### src/rtl/rf_pkg.sv
// Package: shared cycle-mode encoding for the dual-read register file.
// Assumes a single-bit mode input where 1 selects a write cycle.
package rf_pkg;
    typedef enum logic {
        MODE_READ  = 1'b0,
        MODE_WRITE = 1'b1
    } rf_mode_e;
endpackage

### src/rtl/rf_mode_ctrl.sv
// Module: rf_mode_ctrl
// Decodes the cycle mode and read request into a served write, a served read
// and a conflict indication. Assumes the mode input is valid every cycle.
module rf_mode_ctrl
    import rf_pkg::*;
(
    input  logic wr_mode,
    input  logic rd_en,
    output logic do_write,
    output logic do_read,
    output logic conflict
);
    rf_mode_e mode;

    // Classify the cycle: a write always wins the shared bit lines.
    always_comb begin
        mode     = rf_mode_e'(wr_mode);
        do_write = (mode == MODE_WRITE);
        do_read  = (mode == MODE_READ) && rd_en;
        conflict = (mode == MODE_WRITE) && rd_en;
    end
endmodule

### src/rtl/rf_cell_array.sv
// Module: rf_cell_array
// Row storage with two word selects per row. The complement select drives the
// inverted word onto the complement bit lines; the true select drives the word
// onto the true bit lines. A write asserts both selects of one row.
// Assumes do_write and do_read are never both high.
module rf_cell_array #(
    parameter int WIDTH = 8,
    parameter int DEPTH = 16,
    parameter int AW    = 4
) (
    input  logic             clk,
    input  logic             rst_n,
    input  logic             do_write,
    input  logic             do_read,
    input  logic [AW-1:0]    wr_addr,
    input  logic [WIDTH-1:0] wr_data,
    input  logic [AW-1:0]    sel_addr_comp,
    input  logic [AW-1:0]    sel_addr_true,
    output logic [WIDTH-1:0] bl_comp,
    output logic [WIDTH-1:0] bl_true
);
    logic [DEPTH-1:0] wsel_comp;
    logic [DEPTH-1:0] wsel_true;
    logic [WIDTH-1:0] row_val [DEPTH];

    for (genvar r = 0; r < DEPTH; r++) begin : g_row
        logic [WIDTH-1:0] cell_q;

        // Word-select decode for this row on each polarity.
        always_comb begin
            if (do_write) begin
                wsel_comp[r] = (wr_addr == AW'(r));
                wsel_true[r] = (wr_addr == AW'(r));
            end else begin
                wsel_comp[r] = do_read && (sel_addr_comp == AW'(r));
                wsel_true[r] = do_read && (sel_addr_true == AW'(r));
            end
        end

        // Cell update: needs both polarities selected during a write.
        always_ff @(posedge clk) begin
            if (!rst_n)
                cell_q <= '0;
            else if (do_write && wsel_comp[r] && wsel_true[r])
                cell_q <= wr_data;
        end

        assign row_val[r] = cell_q;
    end

    // Bit-line evaluation: selected rows pull their polarity onto the lines.
    always_comb begin
        bl_comp = '0;
        bl_true = '0;
        for (int r = 0; r < DEPTH; r++) begin
            if (wsel_comp[r]) bl_comp = bl_comp | ~row_val[r];
            if (wsel_true[r]) bl_true = bl_true | row_val[r];
        end
    end
endmodule

### src/rtl/rf_read_stage.sv
// Module: rf_read_stage
// Registers both read ports and the conflict flag. Port A re-inverts the
// complement bit lines. Outputs only load on a served read.
module rf_read_stage #(
    parameter int WIDTH = 8
) (
    input  logic             clk,
    input  logic             rst_n,
    input  logic             do_read,
    input  logic             conflict,
    input  logic [WIDTH-1:0] bl_comp,
    input  logic [WIDTH-1:0] bl_true,
    output logic [WIDTH-1:0] rd_data_a,
    output logic [WIDTH-1:0] rd_data_b,
    output logic             err
);
    // Capture sensed data on served reads, else hold.
    always_ff @(posedge clk) begin
        if (!rst_n) begin
            rd_data_a <= '0;
            rd_data_b <= '0;
        end else if (do_read) begin
            rd_data_a <= ~bl_comp;
            rd_data_b <= bl_true;
        end
    end

    // One-cycle error flag for a read requested during a write.
    always_ff @(posedge clk) begin
        if (!rst_n) err <= 1'b0;
        else        err <= conflict;
    end
endmodule

### src/rtl/rf_dual_read.sv
// Module: rf_dual_read (top)
// Register file whose two read ports share the differential bit-line pair:
// one cycle serves two reads or one write. Assumes synchronous active-low reset.
module rf_dual_read #(
    parameter int WIDTH = 8,
    parameter int DEPTH = 16,
    localparam int AW   = $clog2(DEPTH)
) (
    input  logic             clk,
    input  logic             rst_n,
    input  logic             wr_mode,
    input  logic             rd_en,
    input  logic [AW-1:0]    rd_addr_a,
    input  logic [AW-1:0]    rd_addr_b,
    input  logic [AW-1:0]    wr_addr,
    input  logic [WIDTH-1:0] wr_data,
    output logic [WIDTH-1:0] rd_data_a,
    output logic [WIDTH-1:0] rd_data_b,
    output logic             err
);
    logic             do_write;
    logic             do_read;
    logic             conflict;
    logic [WIDTH-1:0] bl_comp;
    logic [WIDTH-1:0] bl_true;

    rf_mode_ctrl u_ctrl (
        .wr_mode  (wr_mode),
        .rd_en    (rd_en),
        .do_write (do_write),
        .do_read  (do_read),
        .conflict (conflict)
    );

    rf_cell_array #(.WIDTH(WIDTH), .DEPTH(DEPTH), .AW(AW)) u_array (
        .clk           (clk),
        .rst_n         (rst_n),
        .do_write      (do_write),
        .do_read       (do_read),
        .wr_addr       (wr_addr),
        .wr_data       (wr_data),
        .sel_addr_comp (rd_addr_a),
        .sel_addr_true (rd_addr_b),
        .bl_comp       (bl_comp),
        .bl_true       (bl_true)
    );

    rf_read_stage #(.WIDTH(WIDTH)) u_rd (
        .clk       (clk),
        .rst_n     (rst_n),
        .do_read   (do_read),
        .conflict  (conflict),
        .bl_comp   (bl_comp),
        .bl_true   (bl_true),
        .rd_data_a (rd_data_a),
        .rd_data_b (rd_data_b),
        .err       (err)
    );
endmodule

### config.mk
export PLATFORM = sky130hd
export DESIGN_NAME = rf_dual_read
export DESIGN_NICKNAME = d
export VERILOG_FILES = /design/src/rtl/rf_pkg.sv /design/src/rtl/rf_mode_ctrl.sv /design/src/rtl/rf_cell_array.sv /design/src/rtl/rf_read_stage.sv /design/src/rtl/rf_dual_read.sv
export SDC_FILE = /design/constraint.sdc
export NUM_CORES = 1
export LEC_CHECK = 0
export ABC_AREA = 1
export BUFFER_PORTS_ARGS = -buffer_cell sky130_fd_sc_hd__buf_4
export CAP_MARGIN = 30
export CORE_UTILIZATION = 25
export CTS_CLUSTER_SIZE = 25
export DETAILED_ROUTE_END_ITERATION = 12
export PLACE_DENSITY_LB_ADDON = 0.3
export SLEW_MARGIN = 20
export SYNTH_ARGS = -nofsm -noshare
export SYNTH_HDL_FRONTEND = slang
export SYNTH_SLANG_ARGS = --single-unit
### constraint.sdc
create_clock -name clk -period 1.5 [get_ports clk]
set_input_delay 0.3 -clock clk [delete_from_list [all_inputs] [get_ports clk]]
set_output_delay 0.3 -clock clk [all_outputs]
set_load 0.01 [all_outputs]
After elaboration in Yosys (flattened, before gate mapping)
Index checks and enable logic that the tools add are counted.
{"block": "word_totals", "reg_bits": 145, "inputBits": 24}
{"block": "classes", "n_eq_ne": 45, "n_mux": 64, "bitwise": 48, "reduce_logical": 69}
{"cell": "two-way mux 8 bit", "count": 32}
{"cell": "bitwise OR 8 bit", "count": 30}
{"cell": "NOT 8 bit", "count": 17}
{"cell": "== test 4 bit, second input constant", "count": 24}
{"cell": "logical AND 1 bit", "count": 66}
{"cell": "== test 4 x 3 -> 1 bit, second input constant", "count": 12}
{"cell": "two-way mux 1 bit", "count": 32}
{"cell": "== test 4 x 2 -> 1 bit, second input constant", "count": 6}
{"cell": "== test 4 x 1 -> 1 bit, second input constant", "count": 3}
{"cell": "zero test 4 bit", "count": 3}
{"cell": "NOT 1 bit", "count": 1}

Longest topological paths before layout
{"block": "logic_depth", "depth_word": 36, "depth_mapped": 12, "mapped_depth_nobuf": 12}

By module
Synthesis repeated with hierarchy kept, for this count alone.
{"block": "hier_totals", "hier_cells": 1412, "area_unflattened_um2": 8072.7}
{"mod": "rf_cell_array", "n_inst": 1, "cells_per_inst": 1311, "area_per_inst_um2": 7380.8}
{"mod": "rf_read_stage", "n_inst": 1, "cells_per_inst": 96, "area_per_inst_um2": 666.9}
{"mod": "rf_mode_ctrl", "n_inst": 1, "cells_per_inst": 5, "area_per_inst_um2": 25.0}

Least setup slack after synthesis
OpenSTA, ideal clock, no wires.
{"block": "synth_path", "path_type": "input -> register", "start": "input port wr_mode", "end": "register u_rd.rd_data_b[5]", "setup_time_ps": 117, "arrival_time_ps": 1452, "t_required_ps": 1383, "path_slack_ps": -69, "stages": 12, "path_buffers": 3, "path_cell_list": "buf_4 nor2_1 buf_4 buf_4 nand3_1 nand2_1 nand2_1 nand2_1 nor3_1 nand3_1 nor2_1 nor2_1"}
{"block": "synth_via", "elab_chain_cells": 35, "elab_cells_between_ends": 65, "cone_classes": "mux (32); bitwise (16); reduce/logical (17)"}
{"element": "start, declared", "line_no": "rf_dual_read.sv:11", "source": "input logic wr_mode,"}
{"element": "NOT 1 bit", "line_no": "rf_mode_ctrl.sv:19", "source": "do_read = (mode == MODE_READ) && rd_en;"}
{"element": "logical AND 1 bit", "line_no": "rf_mode_ctrl.sv:19"}
{"element": "logical AND 1 bit", "line_no": "rf_cell_array.sv:36", "source": "wsel_true[r] = do_read && (sel_addr_true == AW'(r));"}
{"element": "two-way mux 1 bit", "line_no": "rf_cell_array.sv:31", "source": "if (do_write) begin"}
{"element": "two-way mux 8 bit", "line_no": "rf_cell_array.sv:57", "source": "if (wsel_true[r]) bl_true = bl_true | row_val[r];"}
{"element": "bitwise OR 8 bit", "line_no": "rf_cell_array.sv:57"}
{"element": "two-way mux 8 bit", "line_no": "rf_cell_array.sv:57"}
{"element": "bitwise OR 8 bit", "line_no": "rf_cell_array.sv:57"}
{"element": "[19 not listed]"}
{"element": "bitwise OR 8 bit", "line_no": "rf_cell_array.sv:57"}
{"element": "two-way mux 8 bit", "line_no": "rf_cell_array.sv:57"}
{"element": "bitwise OR 8 bit", "line_no": "rf_cell_array.sv:57"}
{"element": "two-way mux 8 bit", "line_no": "rf_cell_array.sv:57"}
{"element": "bitwise OR 8 bit", "line_no": "rf_cell_array.sv:57"}
{"element": "two-way mux 8 bit", "line_no": "rf_cell_array.sv:57"}
{"element": "bitwise OR 8 bit", "line_no": "rf_cell_array.sv:57"}
{"element": "two-way mux 8 bit", "line_no": "rf_cell_array.sv:57"}
{"element": "end signal, assigned", "line_no": "rf_read_stage.sv:24", "source": "rd_data_b <= bl_true;"}
{"element": "end, declared", "line_no": "rf_read_stage.sv:14", "source": "output logic [WIDTH-1:0] rd_data_b,"}
Parallel ways exist; a longest one is shown, timed or not.
A chain may end at the register's enable or synchronous reset.

Worst setup path in the final report
{"block": "layout_path", "start": "input port rd_en", "end": "register u_rd.rd_data_b[0]"}
{"block": "layout_via", "elab_chain_cells": 34, "elab_cells_between_ends": 64, "cone_classes": "mux (32); bitwise (15); reduce/logical (17)"}
{"element": "start, declared", "line_no": "rf_dual_read.sv:12", "source": "input logic rd_en,"}
{"element": "logical AND 1 bit (*)", "line_no": "rf_mode_ctrl.sv:19"}
{"element": "logical AND 1 bit", "line_no": "rf_cell_array.sv:36"}
{"element": "two-way mux 1 bit", "line_no": "rf_cell_array.sv:31"}
{"element": "two-way mux 8 bit", "line_no": "rf_cell_array.sv:57"}
{"element": "bitwise OR 8 bit", "line_no": "rf_cell_array.sv:57"}
{"element": "two-way mux 8 bit", "line_no": "rf_cell_array.sv:57"}
{"element": "bitwise OR 8 bit", "line_no": "rf_cell_array.sv:57"}
{"element": "two-way mux 8 bit", "line_no": "rf_cell_array.sv:57"}
{"element": "[18 not listed]"}
{"element": "bitwise OR 8 bit", "line_no": "rf_cell_array.sv:57"}
{"element": "two-way mux 8 bit", "line_no": "rf_cell_array.sv:57"}
{"element": "bitwise OR 8 bit", "line_no": "rf_cell_array.sv:57"}
{"element": "two-way mux 8 bit", "line_no": "rf_cell_array.sv:57"}
{"element": "bitwise OR 8 bit", "line_no": "rf_cell_array.sv:57"}
{"element": "two-way mux 8 bit", "line_no": "rf_cell_array.sv:57"}
{"element": "bitwise OR 8 bit", "line_no": "rf_cell_array.sv:57"}
{"element": "two-way mux 8 bit", "line_no": "rf_cell_array.sv:57"}
Mark *: on every way between the ends. The rest lies on a longest branch, timed or not.

==> impl_metrics.csv <==
group,metric,value,unit
sta,slew_violations,0,
detailed_routing,wl,37800,µm
clock_network,cts_made_buffers,17,
worst_setup_path,worstPathRequired,1.82,ns
final_layout,final_cell_mix,"211 x nand2_1, 168 x buf_4, 145 x dfxtp_1",
synthesis,yosysUniqueCellTypes,29,
synthesis,synthCells,1177,
worst_setup_path,path_max_fanout,20,
synthesis,synthAdderAreaFrac,0,%
power_and_ir_drop,peakVddDrop,782,µV
grt,grt_overflow,0,
grt,grt_pass1_wl,54200,µm
detailed_routing,drcViolationCount,0,
sta,setup_viol,0,
detailed_routing,ant_nets,0,
synthesis,yosysWarningCount,0,
final_layout,layout_commonest_cell,"nand2_1",
clock_network,clock_path_buffers,2,
synthesis,synth-seq-area-share,38.6,%
synthesis,netlist_area,7520,µm²
power_and_ir_drop,pwr-share-comb,13.9,%
power_and_ir_drop,clkPwrFrac,44.6,%
synthesis,async_reset_ff_share,0,%
worst_setup_path,end_kind,"flip-flop",
sta,hold_violations,0,
grt,grt_pass1_vias,8018,
detailed_routing,drt_pre_antenna_iters,6,
placement,dp.cells,1694,
placement,globalplace.congestion,0.987,
grt,grt_usage,24.8,%
placement,io_buffers,40,
sta,setup_ws,0.00584,ns
sta,finalCritPeriodShare,99.6,%
clock_network,clockRootBuffer,"clkbuf_16",
final_layout,layout-drive-gt1-share,25.6,%
power_and_ir_drop,switching_share,29.8,%
floorplan,num_rows,63,
floorplan,num_io_pins,41,
worst_setup_path,crit_arrival,1.81,ns
power_and_ir_drop,internal-power,6.78,mW
power_and_ir_drop,seq_power_share,41.6,%
power_and_ir_drop,p_total,9.65,mW
synthesis,ys_ff_latch,145,
worst_hold_path,min_path_type,"in -> reg",
synthesis,synth_xor_area_share,0,%
placement,post-dp-hpwl,29700,µm
floorplan,core-area,29600,µm²
synthesis,synth_top_family_by_area,"simple AND/OR/NAND/NOR gates",
synthesis,synth_simple_gate_area_share,30.6,%
run,drv_cap,0,
grt,grt_antenna_before_repair,1,
synthesis,synth-edff-count,0,
floorplan,die_h,175,µm
sta,clock_skew,0.0117,ns
power_and_ir_drop,p_leak,4.13,nW
clock_network,cts_tree,"yes",
synthesis,synth_compound_gate_area_share,20.3,%
synthesis,synth.area.mux_share,0,%
sta,rsz0062_at_grt,"yes",
detailed_routing,drt_iter0_drc,907,
clock_network,path_clk_slew,0.07,ns
clock_network,h-tree-depth,4,
clock_network,hold_buffers,0,
clock_network,clock-sinks,145,
synthesis,ys.flop_type,"dfxtp_1",
final_layout,diodes,0,
synthesis,syn-num-nets,1201,
sta,fmax,669,MHz
grt,grt_max_degree,39,
detailed_routing,vias_per_cell,4.94,
worst_setup_path,crit_path_start_kind,"input port",
detailed_routing,wl_per_cell,21.8,µm
floorplan,die_x,175,µm
sta,period_minus_slack,1.49,ns
placement,place_worst_setup_slack,-0.659,ns
clock_network,insertion_delay,0.44,ns
detailed_routing,vias,8546,
floorplan,die_area,30800,µm²
final_layout,instances_no_fill,1729,
power_and_ir_drop,power.net_switching,2.87,mW
power_and_ir_drop,powerDensity,947,nW/µm²
synthesis,syn_area_per_cell,6.39,µm²
sta,tightest_slew,0.403,ns
final_layout,fin_nets,1350,
sta,relSlewSlack,72.9,%
worst_setup_path,critPathKind,"in -> reg",
final_layout,area_delta_synth_final,35.5,%
status,status,"finished clean",
floorplan,start_util,25.4,%
==> area by class of cell <==
class | instances | area [µm²]
fillers | 3288 | 19400
multi-input cells | 825 | 4170
flip-flops and latches | 145 | 2900
repair buffers | 177 | 1440
inverters | 160 | 613
well taps | 390 | 488
clock buffers | 19 | 443
clock inverters | 13 | 128
==> kinds of logic after synthesis <==
group | after synthesis
DFF | 145
and+or+nand+nor | 524
AOI/OAI and AO/OA | 301
buffers and inverters | 207
==> critical path, stage by stage <==
cell	delay, ns
buf_4	0.12
inv_2	0.07
nor2_4	0.04
buf_12	0.14
buf_12	0.15
nand3_2	0.10
nand2_4	0.09
buf_4	0.14
nand2_2	0.07
nand4_1	0.20
nor2_2	0.27
a21oi_1	0.10
==> metal layers <==
metal	vias up	GRT usage, %	part of all wire, %
met5	-	0	0.034
met4	2	10.5	3.9
met3	69	4.22	7.7
met2	373	38.2	43
met1	3992	34.0	45
li1	4110	-	-
==> through the flow <==
stage,instance area (µm²),setup TNS (ns),utilization (%),hold WS (ns)
6_report,10200,0,34.4,0.138
5_1_grt,10200,-0.226,34.4,0.153
4_1_cts,9970,0,33.6,0.186
3_5_place_dp,9260,-11.29,31.2,0.465
3_3_place_gp,9260,-11.56,31.2,0.455
2_1_floorplan,7550,0,-,0.437
==> power by group through the flow <==
| stage | Combinational [mW] | Clock, mW | Sequential [mW] |
|---|---|---|---|
| finish | 1.34 | 4.30 | 4.01 |
| global placement | 1.26 | 0 | 4.09 |
| global route | 1.44 | 4.47 | 4.02 |
| detailed placement | 1.26 | 0 | 4.10 |
| floorplan | 0.581 | 0 | 4.08 |
| CTS | 1.28 | 4.33 | 4.01 |
==> registers in the layout, indices dropped and copies added (netlist names) <==
register and flops:
u_rd.rd_data_a 8, u_rd.err 1, u_rd.rd_data_b 8, u_array.g_row.cell_q 128
==> synth_stat cells, types with 2 or more instances <==
| cell type | instances | share of area (%) |
|---|---|---|
| nand3_4 | 2 | 0.47 |
| o21ai_0 | 151 | 10 |
| buf_4 | 4 | 0.40 |
| nor2_2 | 2 | 0.17 |
| nand2_2 | 22 | 1.8 |
| nand3_2 | 6 | 0.80 |
| inv_2 | 15 | 0.75 |
| nor2_4 | 3 | 0.45 |
| o21ai_1 | 8 | 0.53 |
| buf_2 | 2 | 0.13 |
| nor2_1 | 136 | 6.8 |
| clkbuf_1 | 41 | 2.0 |
| dfxtp_1 | 145 | 39 |
| o211ai_1 | 4 | 0.40 |
| a21oi_1 | 135 | 9.0 |
| nand3_1 | 77 | 5.1 |
| inv_1 | 144 | 7.2 |
| nand2_1 | 239 | 12 |
| nor3_1 | 17 | 1.1 |
| nand4_1 | 15 | 1.2 |
==> path summary, 6_finish.rpt <==
path	depth (start not counted)	startpoint	to	slack, ns
max	12	rd_en	u_rd.rd_data_b[0]	0.006
min	3	rd_en	u_rd.err	0.14
max reg2reg	6	u_array.g_row[4].cell_q[1]	u_rd.rd_data_a[1]	0.07
min reg2reg	2	u_array.g_row[6].cell_q[1]	u_array.g_row[6].cell_q[1]	0.47
==> repair_timing <==
| action | CTS | global route |
|---|---|---|
| endpoints found under the setup margin | 16 | 16 |
| pin swaps | 4 | 19 |
| gates resized for setup | 41 | 59 |
| buffers inserted | 0 | 4 |
(Power assumes the default switching activity.)
